**config.mk**
```make
export PLATFORM = sky130hd
export DESIGN_NAME = pattern_width_trigger
export DESIGN_NICKNAME = d
export VERILOG_FILES = /design/src/rtl/pwt_pkg.sv /design/src/rtl/pwt_pattern_match.sv /design/src/rtl/pwt_interval_tracker.sv /design/src/rtl/pwt_decider.sv /design/src/rtl/pattern_width_trigger.sv
export SDC_FILE = /design/constraint.sdc
export NUM_CORES = 1
export LEC_CHECK = 0
export CORE_AREA = 2 2 74 76
export CTS_CLUSTER_DIAMETER = 80
export DETAILED_ROUTE_END_ITERATION = 10
export DIE_AREA = 0 0 76 78
export GPL_TIMING_DRIVEN = 0
export PLACE_DENSITY = 0.82
export SETUP_SLACK_MARGIN = 0.05
export SYNTH_ARGS = -nofsm -noshare
export SYNTH_HDL_FRONTEND = slang
export SYNTH_HIERARCHICAL = 1
export SYNTH_SLANG_ARGS = --single-unit
```
**constraint.sdc**
```tcl
create_clock -name clk -period 4.3 [get_ports clk]
set_input_delay 1.075 -clock clk [delete_from_list [all_inputs] [get_ports clk]]
set_output_delay 1.075 -clock clk [all_outputs]
set_load 0.005 [all_outputs]
```
**src/rtl/pwt_pkg.sv**
```systemverilog
// Shared encodings for the pattern pulse-width trigger qualifier.
// Assumes: the two-bit channel settings and two-bit mode codes below are
// the values software writes onto the configuration pins.
package pwt_pkg;

    // Per-channel level requirement
    typedef enum logic [1:0] {
        COND_ANY_A = 2'b00,
        COND_HIGH  = 2'b01,
        COND_LOW   = 2'b10,
        COND_ANY_B = 2'b11
    } ch_cond_e;

    // Duration comparison selector
    typedef enum logic [1:0] {
        CMP_LONGER  = 2'b00,
        CMP_SHORTER = 2'b01,
        CMP_BETWEEN = 2'b10,
        CMP_TIMEOUT = 2'b11
    } cmp_mode_e;

    // Edge events reported by the interval tracker
    typedef struct packed {
        logic open;   // entry edge of a fresh stretch
        logic grow;   // stretch continues on this edge
        logic close;  // first edge with the timed state gone
    } span_ev_t;

endpackage

```
**src/rtl/pwt_pattern_match.sv**
```systemverilog
// Combines per-channel level requirements into one pattern flag.
// Assumes: channel inputs are already synchronous to clk; clk and rst_n
// are used only by the embedded checks.
module pwt_pattern_match
    import pwt_pkg::*;
#(
    parameter int NUM_CH = 4
) (
    input  logic                  clk,
    input  logic                  rst_n,
    input  logic [NUM_CH-1:0]     ch_val,
    input  logic [2*NUM_CH-1:0]   ch_cond,
    output logic                  match
);

    logic [NUM_CH-1:0] ch_ok;

    for (genvar i = 0; i < NUM_CH; i++) begin : g_ch
        ch_cond_e cond_i;
        assign cond_i = ch_cond_e'(ch_cond[2*i +: 2]);

        // Decide whether this channel satisfies its own requirement
        always_comb begin
            if (cond_i == COND_HIGH)
                ch_ok[i] = ch_val[i];
            else if (cond_i == COND_LOW)
                ch_ok[i] = ~ch_val[i];
            else
                ch_ok[i] = 1'b1;
        end


        chan_veto_chk: assert property (@(posedge clk) disable iff (!rst_n)
            ((cond_i == COND_HIGH && !ch_val[i]) ||
             (cond_i == COND_LOW  &&  ch_val[i])) |-> !match);
    end

    // Logical AND across all channels
    assign match = &ch_ok;

endmodule

```
**src/rtl/pwt_interval_tracker.sv**
```systemverilog
// Follows entries into and exits from the timed state and counts the
// stretch length in cycles with a saturating counter.
// Assumes: `level` is 1 while the timed state is present; the first edge
// after reset only learns the current level and never opens a stretch.
module pwt_interval_tracker
    import pwt_pkg::*;
#(
    parameter int CNT_W = 16
) (
    input  logic              clk,
    input  logic              rst_n,
    input  logic              enable,
    input  logic              level,
    output span_ev_t          ev,
    output logic [CNT_W-1:0]  dur_next,
    output logic [CNT_W-1:0]  dur_done
);

    localparam logic [CNT_W-1:0] CNT_MAX = '1;
    localparam logic [CNT_W-1:0] CNT_ONE = CNT_W'(1);

    logic             primed;
    logic             level_q;
    logic             armed;
    logic [CNT_W-1:0] cnt;
    logic [CNT_W-1:0] cnt_inc;

    // Saturating increment of the running length
    assign cnt_inc = (cnt == CNT_MAX) ? CNT_MAX : cnt + CNT_ONE;

    // Classify the current edge
    always_comb begin
        ev.open  = enable && primed && level && !level_q;
        ev.grow  = enable && armed  && level &&  level_q;
        ev.close = enable && armed  && !level;
    end

    // Length including this edge, and length of a stretch that ends here
    assign dur_next = ev.open ? CNT_ONE : cnt_inc;
    assign dur_done = cnt;

    // Track previous level, arming and length
    always_ff @(posedge clk) begin
        if (!rst_n) begin
            primed  <= 1'b0;
            level_q <= 1'b0;
            armed   <= 1'b0;
            cnt     <= '0;
        end else begin
            primed  <= 1'b1;
            level_q <= level;
            if (!enable) begin
                armed <= 1'b0;
            end else if (ev.open) begin
                armed <= 1'b1;
                cnt   <= CNT_ONE;
            end else if (ev.grow) begin
                cnt   <= cnt_inc;
            end else if (ev.close) begin
                armed <= 1'b0;
            end
        end
    end


    cnt_saturate_chk: assert property (@(posedge clk) disable iff (!rst_n)
        (ev.grow && cnt == CNT_MAX) |=> (cnt == CNT_MAX));


    no_arm_after_reset_chk: assert property (@(posedge clk) disable iff (!rst_n)
        !primed |=> !armed);


    arm_needs_enable_chk: assert property (@(posedge clk) disable iff (!rst_n)
        !enable |=> !armed);

endmodule

```
**src/rtl/pwt_decider.sv**
```systemverilog
// Applies the selected comparison to the stretch length, qualifies the
// result with the external gate and registers a one-cycle trigger.
// Assumes: events come from pwt_interval_tracker on the same edge.
module pwt_decider
    import pwt_pkg::*;
#(
    parameter int CNT_W = 16
) (
    input  logic              clk,
    input  logic              rst_n,
    input  logic [1:0]        mode_sel,
    input  logic [CNT_W-1:0]  thr_t1,
    input  logic [CNT_W-1:0]  thr_t2,
    input  span_ev_t          ev,
    input  logic [CNT_W-1:0]  dur_next,
    input  logic [CNT_W-1:0]  dur_done,
    input  logic              gate_in,
    input  logic              gate_active_high,
    output logic              trig
);

    cmp_mode_e mode;
    logic      gate_ok;
    logic      close_hit;
    logic      timeout_hit;
    logic      fired;
    logic      fired_live;

    assign mode    = cmp_mode_e'(mode_sel);
    assign gate_ok = (gate_in == gate_active_high);

    // Comparison of a finished stretch against the thresholds
    always_comb begin
        case (mode)
            CMP_LONGER:  close_hit = dur_done > thr_t1;
            CMP_SHORTER: close_hit = dur_done < thr_t1;
            CMP_BETWEEN: close_hit = (dur_done > thr_t1) && (dur_done < thr_t2);
            default:     close_hit = 1'b0;
        endcase
    end

    // Timeout fires once per stretch while it is still running
    assign fired_live  = fired && !ev.open;
    assign timeout_hit = (mode == CMP_TIMEOUT) && (ev.open || ev.grow) &&
                         !fired_live && (dur_next > thr_t1);

    // Remember that the current stretch has already produced its timeout
    always_ff @(posedge clk) begin
        if (!rst_n)
            fired <= 1'b0;
        else if (timeout_hit)
            fired <= 1'b1;
        else if (ev.open)
            fired <= 1'b0;
    end

    // Register the gated trigger pulse
    always_ff @(posedge clk) begin
        if (!rst_n)
            trig <= 1'b0;
        else
            trig <= gate_ok && (timeout_hit || (ev.close && close_hit));
    end


    gate_sampled_chk: assert property (@(posedge clk) disable iff (!rst_n)
        trig |-> $past(gate_in == gate_active_high));


    timeout_no_close_chk: assert property (@(posedge clk) disable iff (!rst_n)
        (mode == CMP_TIMEOUT && ev.close) |=> !trig);


    timeout_once_chk: assert property (@(posedge clk) disable iff (!rst_n)
        (fired && ev.grow) |=> !trig);

endmodule

```
**src/rtl/pattern_width_trigger.sv**
```systemverilog
// Top of the pattern pulse-width trigger qualifier: pattern match,
// polarity selection, interval tracking and gated decision.
// Assumes: all inputs are synchronous to clk; configuration changes are
// made while no stretch is being timed.
module pattern_width_trigger
    import pwt_pkg::*;
#(
    parameter int NUM_CH = 4,
    parameter int CNT_W  = 16
) (
    input  logic                  clk,
    input  logic                  rst_n,
    input  logic                  enable,
    input  logic [NUM_CH-1:0]     chan_in,
    input  logic [2*NUM_CH-1:0]   chan_cond,
    input  logic                  pol_sel,
    input  logic [1:0]            mode_sel,
    input  logic [CNT_W-1:0]      thr_t1,
    input  logic [CNT_W-1:0]      thr_t2,
    input  logic                  gate_in,
    input  logic                  gate_active_high,
    output logic                  trig_out
);

    logic             pat_match;
    logic             timed_level;
    span_ev_t         span_ev;
    logic [CNT_W-1:0] dur_next;
    logic [CNT_W-1:0] dur_done;

    pwt_pattern_match #(.NUM_CH(NUM_CH)) u_match (
        .clk     (clk),
        .rst_n   (rst_n),
        .ch_val  (chan_in),
        .ch_cond (chan_cond),
        .match   (pat_match)
    );

    // Select whether the matching or the non-matching state is timed
    assign timed_level = (pat_match == pol_sel);

    pwt_interval_tracker #(.CNT_W(CNT_W)) u_track (
        .clk      (clk),
        .rst_n    (rst_n),
        .enable   (enable),
        .level    (timed_level),
        .ev       (span_ev),
        .dur_next (dur_next),
        .dur_done (dur_done)
    );

    pwt_decider #(.CNT_W(CNT_W)) u_decide (
        .clk              (clk),
        .rst_n            (rst_n),
        .mode_sel         (mode_sel),
        .thr_t1           (thr_t1),
        .thr_t2           (thr_t2),
        .ev               (span_ev),
        .dur_next         (dur_next),
        .dur_done         (dur_done),
        .gate_in          (gate_in),
        .gate_active_high (gate_active_high),
        .trig             (trig_out)
    );


    reset_quiet_chk: assert property (@(posedge clk)
        !rst_n |=> !trig_out);

endmodule

```
### Word level (Yosys, flattened, before mapping)

Cells that the tools add are included.

* register bits after elaboration: 21
* input port bits: 52
* output and inout port bits: 1
* word-level logic and storage cells: 77

* add/sub/neg operators: 1
* magnitude comparators: 4
* eq/ne operators: 15
* muxes and demuxes: 19
* bitwise gates (word level): 4
* reductions and logical operators: 28

Operators by type and width (number)
* $mux 16: 4
* $gt 16x16->1: 2
* $lt 16x16->1: 2
* $add 16x1->16 const B: 1
* $eq 16x16->1 const B: 1
* $logic_and 1x1->1: 14
* $mux 1: 14
* $eq 2x2->1 const B: 6
* $eq 2x1->1 const B: 5
* $reduce_and 2->1: 3
* $reduce_bool 2->1: 3
* $logic_not 1->1: 4
* $not 1->1: 4
* $reduce_and 4->1: 1
* $pmux 1 s3: 1
* $eq 1x1->1: 2
* $logic_not 2->1: 1
* $logic_or 1x1->1: 2
* $ne 2x1->1 const B: 1

### Logic depth before layout (Yosys ltp)

* word-level depth: 14
* mapped depth: 16
* gate-level depth less buffers: 15

### Cells and area by module

The synthesis kept the hierarchy.

By module, submodules not included
* pwt_interval_tracker: instances 1, cells an instance 148, area an instance 1262.5 sq um, seq. area each 380.4 sq um
* pwt_decider: instances 1, cells an instance 167, area an instance 1243.7 sq um, seq. area each 40.0 sq um
* pwt_pattern_match: instances 1, cells an instance 13, area an instance 88.8 sq um, seq. area each 0.0 sq um
* pattern_width_trigger: instances 1, cells an instance 1, area an instance 8.8 sq um, seq. area each 0.0 sq um

### Worst setup path after synthesis

OpenSTA, ideal clock, no wires.

* path kind: input to register
* start point: in chan_in[2]
* end point: reg u_decide.trig
* setup time: 0.079 ns
* arrival time: 4.003 ns
* setup slack: 0.218 ns
* stages: 15
* path through: or3b_2 -> nand3_1 -> nor4_2 -> xnor2_1 -> nand4b_1 -> inv_1 -> buf_1 -> nor2_1 -> ha_1 -> and4_1 -> nand3_1 -> a211oi_1 -> nor3_1 -> or3_1 -> o211ai_1

RTL lines
* start, declared: RTL line pattern_width_trigger.sv:14 `input logic [NUM_CH-1:0] chan_in,`
* end signal, assigned: RTL line pwt_decider.sv:62 `trig <= gate_ok && (timeout_hit || (ev.close && close_hit));`
* end, declared: RTL line pwt_decider.sv:19 `output logic trig`

### Worst setup path in the final report

* start point: in chan_cond[6]
* end point: reg u_decide.trig

RTL lines
* start, declared: RTL line pattern_width_trigger.sv:15 `input logic [2*NUM_CH-1:0] chan_cond,`
* $eq 2x2->1: RTL line pwt_pattern_match.sv:26 `else if (cond_i == COND_LOW)`
* $mux 1: RTL line pwt_pattern_match.sv:26
* $mux 1 *: RTL line pwt_pattern_match.sv:24 `if (cond_i == COND_HIGH)`
* $reduce_and 4->1 *: RTL line pwt_pattern_match.sv:39 `assign match = &ch_ok;`
* named net pat_match: RTL line pattern_width_trigger.sv:25 `logic pat_match;`
* $eq 1x1->1 *: RTL line pattern_width_trigger.sv:40 `assign timed_level = (pat_match == pol_sel);`
* named net timed_level: RTL line pattern_width_trigger.sv:26 `logic timed_level;`
* $logic_and 1x1->1 * (2 in a row): RTL line pwt_interval_tracker.sv:33 `ev.open = enable && primed && level && !level_q;`
* $mux 16 *: RTL line pwt_interval_tracker.sv:39 `assign dur_next = ev.open ? CNT_ONE : cnt_inc;`
* named net dur_next[14]: RTL line pattern_width_trigger.sv:28 `logic [CNT_W-1:0] dur_next;`
* $gt 16x16->1 *: RTL line pwt_decider.sv:45 `!fired_live && (dur_next > thr_t1);`
* $logic_and 1x1->1 *: RTL line pwt_decider.sv:45
* $logic_or 1x1->1 *: RTL line pwt_decider.sv:62
* $logic_and 1x1->1 *: RTL line pwt_decider.sv:62

Mark *: on every way through the listed nets, which the timed path passes. The rest lies on a longest branch.
A chain may end at the register's enable or synchronous reset.

==> flow_metrics.py <==
metrics = {
    "outcome": {
        "status": "completed",
    },
    "floorplan": {
        "die_y_um": 78,
        "initial_core_util": 0.516,
        "die-area_sq_mm": 0.00593,
        "die_x_um": 76,
        "core-area_sq_mm": 0.00504,
        "rows": 26,
        "ios": 53,
    },
    "worst_setup_path": {
        "arrival_ns": 4.20,
        "reg2reg_depth": 13,
        "r2r-start": "u_track/dur_done[0]",
        "rrSetupSlack_ns": 0.86,
        "criticalPathCategory": "input port to flip-flop",
        "crit_slowest_cell": "clkdlybuf4s50_1",
        "crit_path_start": "chan_cond[6]",
        "path_cells": "clkdlybuf4s50_1 > and3b_1 > nor4_4 > xnor2_2 > nand4b_1 > buf_4 > o21ai_0 > a31oi_1 > ha_1 > and3_4 > o21ai_0 > a21oi_1 > nor3_1 > or3_1 > o211ai_1",
        "cp-start-kind": "input port",
        "worstPathMaxFanout": 4,
        "setup.worst_path.end_class": "flip-flop",
        "r2r-end": "u_decide/trig",
        "crit_path_max_incr_delay_ns": 0.47,
        "worstPathRequired_ns": 4.49,
        "path_common_cell": "o21ai_0",
    },
    "layout": {
        "nNetsFinal": 494,
        "syn_to_final_growth_pct": 30.3,
        "diodes": 0,
        "fin_util": 0.673,
        "drive_gt1_frac": 0.132,
        "multi_input_area_sq_mm": 0.00205,
        "regArea_sq_um": 420,
        "post-route-cell-area_sq_mm": 0.00339,
        "fillers": 425,
    },
    "global_routing": {
        "overflow": 0,
        "grt_antenna_before_repair": 0,
        "grt_pass1_wl_mm": 11.9,
        "grt_max_degree": 14,
        "grt_pass1_vias": 2639,
        "grtUsageTotal": 0.241,
    },
    "synth": {
        "ys_top_cells_by_area": "ha_1 (23%), dfxtp_1 (16%), a21oi_1 (7.1%), inv_1 (5.0%), a211oi_1 (3.5%)",
        "yosys-top-cells-count": "ha_1 (48), a21oi_1 (37), inv_1 (35)",
        "syn_nets": 429,
        "avgSynthCellArea_sq_um": 7.91,
        "syn_inst": 329,
        "synth-edff-count": 0,
        "synth_seq_cells": 21,
        "synthFlopType": "dfxtp_1",
        "syn_area_sq_mm": 0.00260,
        "synth.distinct_cells": 58,
        "yosysMostFrequentCell": "ha_1",
        "synth_top_area_cell": "ha_1",
        "synth_top_area_share": 0.231,
        "ys_seq_area_frac": 0.161,
        "async_flop_share": 0,
        "yosys_warnings": 6,
    },
    "pwr": {
        "p_sw_frac": 0.276,
        "p_leak_uw": 0.00155,
        "switchingPower_uw": 130,
        "power.total_uw": 471,
        "power_frac_seq": 0.424,
        "p_int_uw": 341,
        "peakVddDrop_v": 0.000163,
        "pwr-share-comb": 0.284,
        "powerDensity_mw_per_mm2": 139,
        "power_frac_clock": 0.292,
    },
    "routing": {
        "viasPerCell": 5.84,
        "ant_nets": 0,
        "drc_errors": 0,
        "num_vias": 2702,
        "wl_mm": 7.00,
        "drt_iter0_markers": 151,
        "wl_per_cell_um": 15.1,
        "dr.pass1.iters": 4,
    },
    "cts": {
        "cts_tree": "yes",
        "cts_max_level": 1,
        "cts_buffers": 3,
        "clock_latency_ns": 0.27,
        "cts_root_buf": "clkbuf_8",
        "clock-sinks": 21,
        "cts_buffer_depth": 2,
        "path_clk_slew_ns": 0.08,
    },
    "min_path": {
        "hold_path.startpoint": "u_decide/fired",
        "hp-class": "flip-flop to flip-flop",
        "whs_path_depth": 2,
        "min_to": "u_decide/fired",
    },
    "sta": {
        "rsz0062_at_grt": "false",
        "final_hold_viol_count": 0,
        "maxSlewViolCount": 0,
        "whs_ns": 0.489,
        "setup_violations": 0,
        "max-slew-margin-rel": 0.698,
        "period_share": 0.933,
        "min_period_ns": 4.01,
        "tightest_slew_ns": 0.449,
        "fmax_mhz": 249,
        "skew_ns": 0.00551,
    },
    "placed_design": {
        "finalWeightedCongestion": 0.977,
        "io_buffers": 52,
        "hpwl_mm": 5.53,
        "dpl_cell_area_sq_mm": 0.00321,
    },
    "run": {
        "cap_violations": 0,
    },
}
## state kept, by name (all words and copies together), names as in the netlist
signal            count
u_track/primed        1
u_track/armed         1
u_decide/trig         1
u_decide/fired        1
u_track/dur_done     16
u_track/level_q       1
## through the flow
step | instances | worst slack (ns) | setup TNS, ns
after floorplan | 329 | 0.218 | 0
after global placement | 451 | -0.800 | -1.55
after detailed placement | 451 | -0.889 | -1.73
after CTS | 459 | 0.0880 | 0
after global routing | 463 | 0.0441 | 0
final | 463 | 0.289 | 0
## worst max path at each step
| stage | endpoint | slack (ns) | cells after the start |
|---|---|---|---|
| 2_1_floorplan | u_decide/trig | 0.22 | 15 |
| 3_3_place_gp | u_decide/trig | -0.80 | 16 |
| 3_5_place_dp | u_decide/trig | -0.89 | 16 |
| 4_1_cts | u_decide/trig | 0.09 | 17 |
| 5_1_grt | u_decide/trig | 0.04 | 17 |
| 6_report | u_decide/trig | 0.29 | 15 |
## logic make-up (layout without fill, tap and decap cells)
family | after synthesis | in the layout | synth area share
DFF | 21 | 21 | 0.161
and+or+nand+nor | 106 | 106 | 0.252
AOI/OAI and AO/OA | 99 | 99 | 0.247
adders and majority gates | 48 | 48 | 0.231
buffers and inverters | 45 | 109 | 0.0750
muxes | 2 | 2 | 0.00769
xor gates and xnor gates | 8 | 8 | 0.0269
## power groups by stage
stage	clock, uW	sequential, uW	combinational (uW)
4_1_cts	141	199	126
6_report	137	200	134
5_1_grt	144	200	149
3_3_place_gp	0	204	112
3_5_place_dp	0	204	116
2_1_floorplan	0	203	52.3
## cell type report
class,instances,share of cell area
timing repair buffer,60,0.173
tap,70,0.0258
inverter,35,0.0387
multi-input combinational,263,0.603
buffer,10,0.0210
sequential,21,0.124
clock inverter,1,0.00221
clock buffer,3,0.0122
## critical path, delay by kind of cell
family / cells / cell delay [ns]
and+or+nand+nor: 6 / 1.34
buffers and inverters: 2 / 0.66
AOI/OAI and AO/OA: 5 / 0.62
adders and majority gates: 1 / 0.35
xor gates and xnor gates: 1 / 0.15
## placed cells by master (no fill, tap or decap), types with 3 or more instances in the layout
| cell type | synthesis | routed |
|---|---|---|
| clkdlybuf4s50_1 | 0 | 49 |
| ha_1 | 48 | 48 |
| a21oi_1 | 37 | 36 |
| inv_1 | 35 | 34 |
| nand2_1 | 23 | 23 |
| dfxtp_1 | 21 | 21 |
| nor2_1 | 12 | 12 |
| o21ai_0 | 13 | 12 |
| buf_4 | 4 | 12 |
| nand4_1 | 11 | 11 |
| a211oi_1 | 12 | 11 |
| nand3_1 | 11 | 9 |
| o211ai_1 | 7 | 7 |
| a311oi_1 | 7 | 7 |
| a31oi_1 | 7 | 7 |
| xnor2_1 | 7 | 6 |
| nand2b_1 | 4 | 4 |
| and3_1 | 5 | 4 |
| and2_1 | 4 | 4 |
| clkbuf_8 | 0 | 3 |
| dlymetal6s2s_1 | 0 | 3 |
| nand3_4 | 2 | 3 |
| a21oi_2 | 2 | 3 |
| nor2b_1 | 3 | 3 |
| nor3_1 | 3 | 3 |
| nor4_1 | 3 | 3 |
## routing by layer
metal	part of all wire	vias to the layer above	wire, um	GRT usage
met5	0	-	0	0
met4	0.010	0	70	0.0436
met1	0.43	1235	3040	0.300
met2	0.49	104	3440	0.445
li1	-	1357	-	-
met3	0.065	6	458	0.0360
## repair_timing
| item | 4_1_cts | 5_1_grt |
|---|---|---|
| endpoints found under the hold margin | 0 | 0 |
| pin swaps | 2 | 10 |
| buffers inserted | 4 | 4 |
| hold buffers | 0 | 0 |
| cloned | 0 | 0 |
| resized for setup | 5 | 14 |
| endpoints found under the setup margin | 2 | 2 |
(Power assumes the default switching activity.)
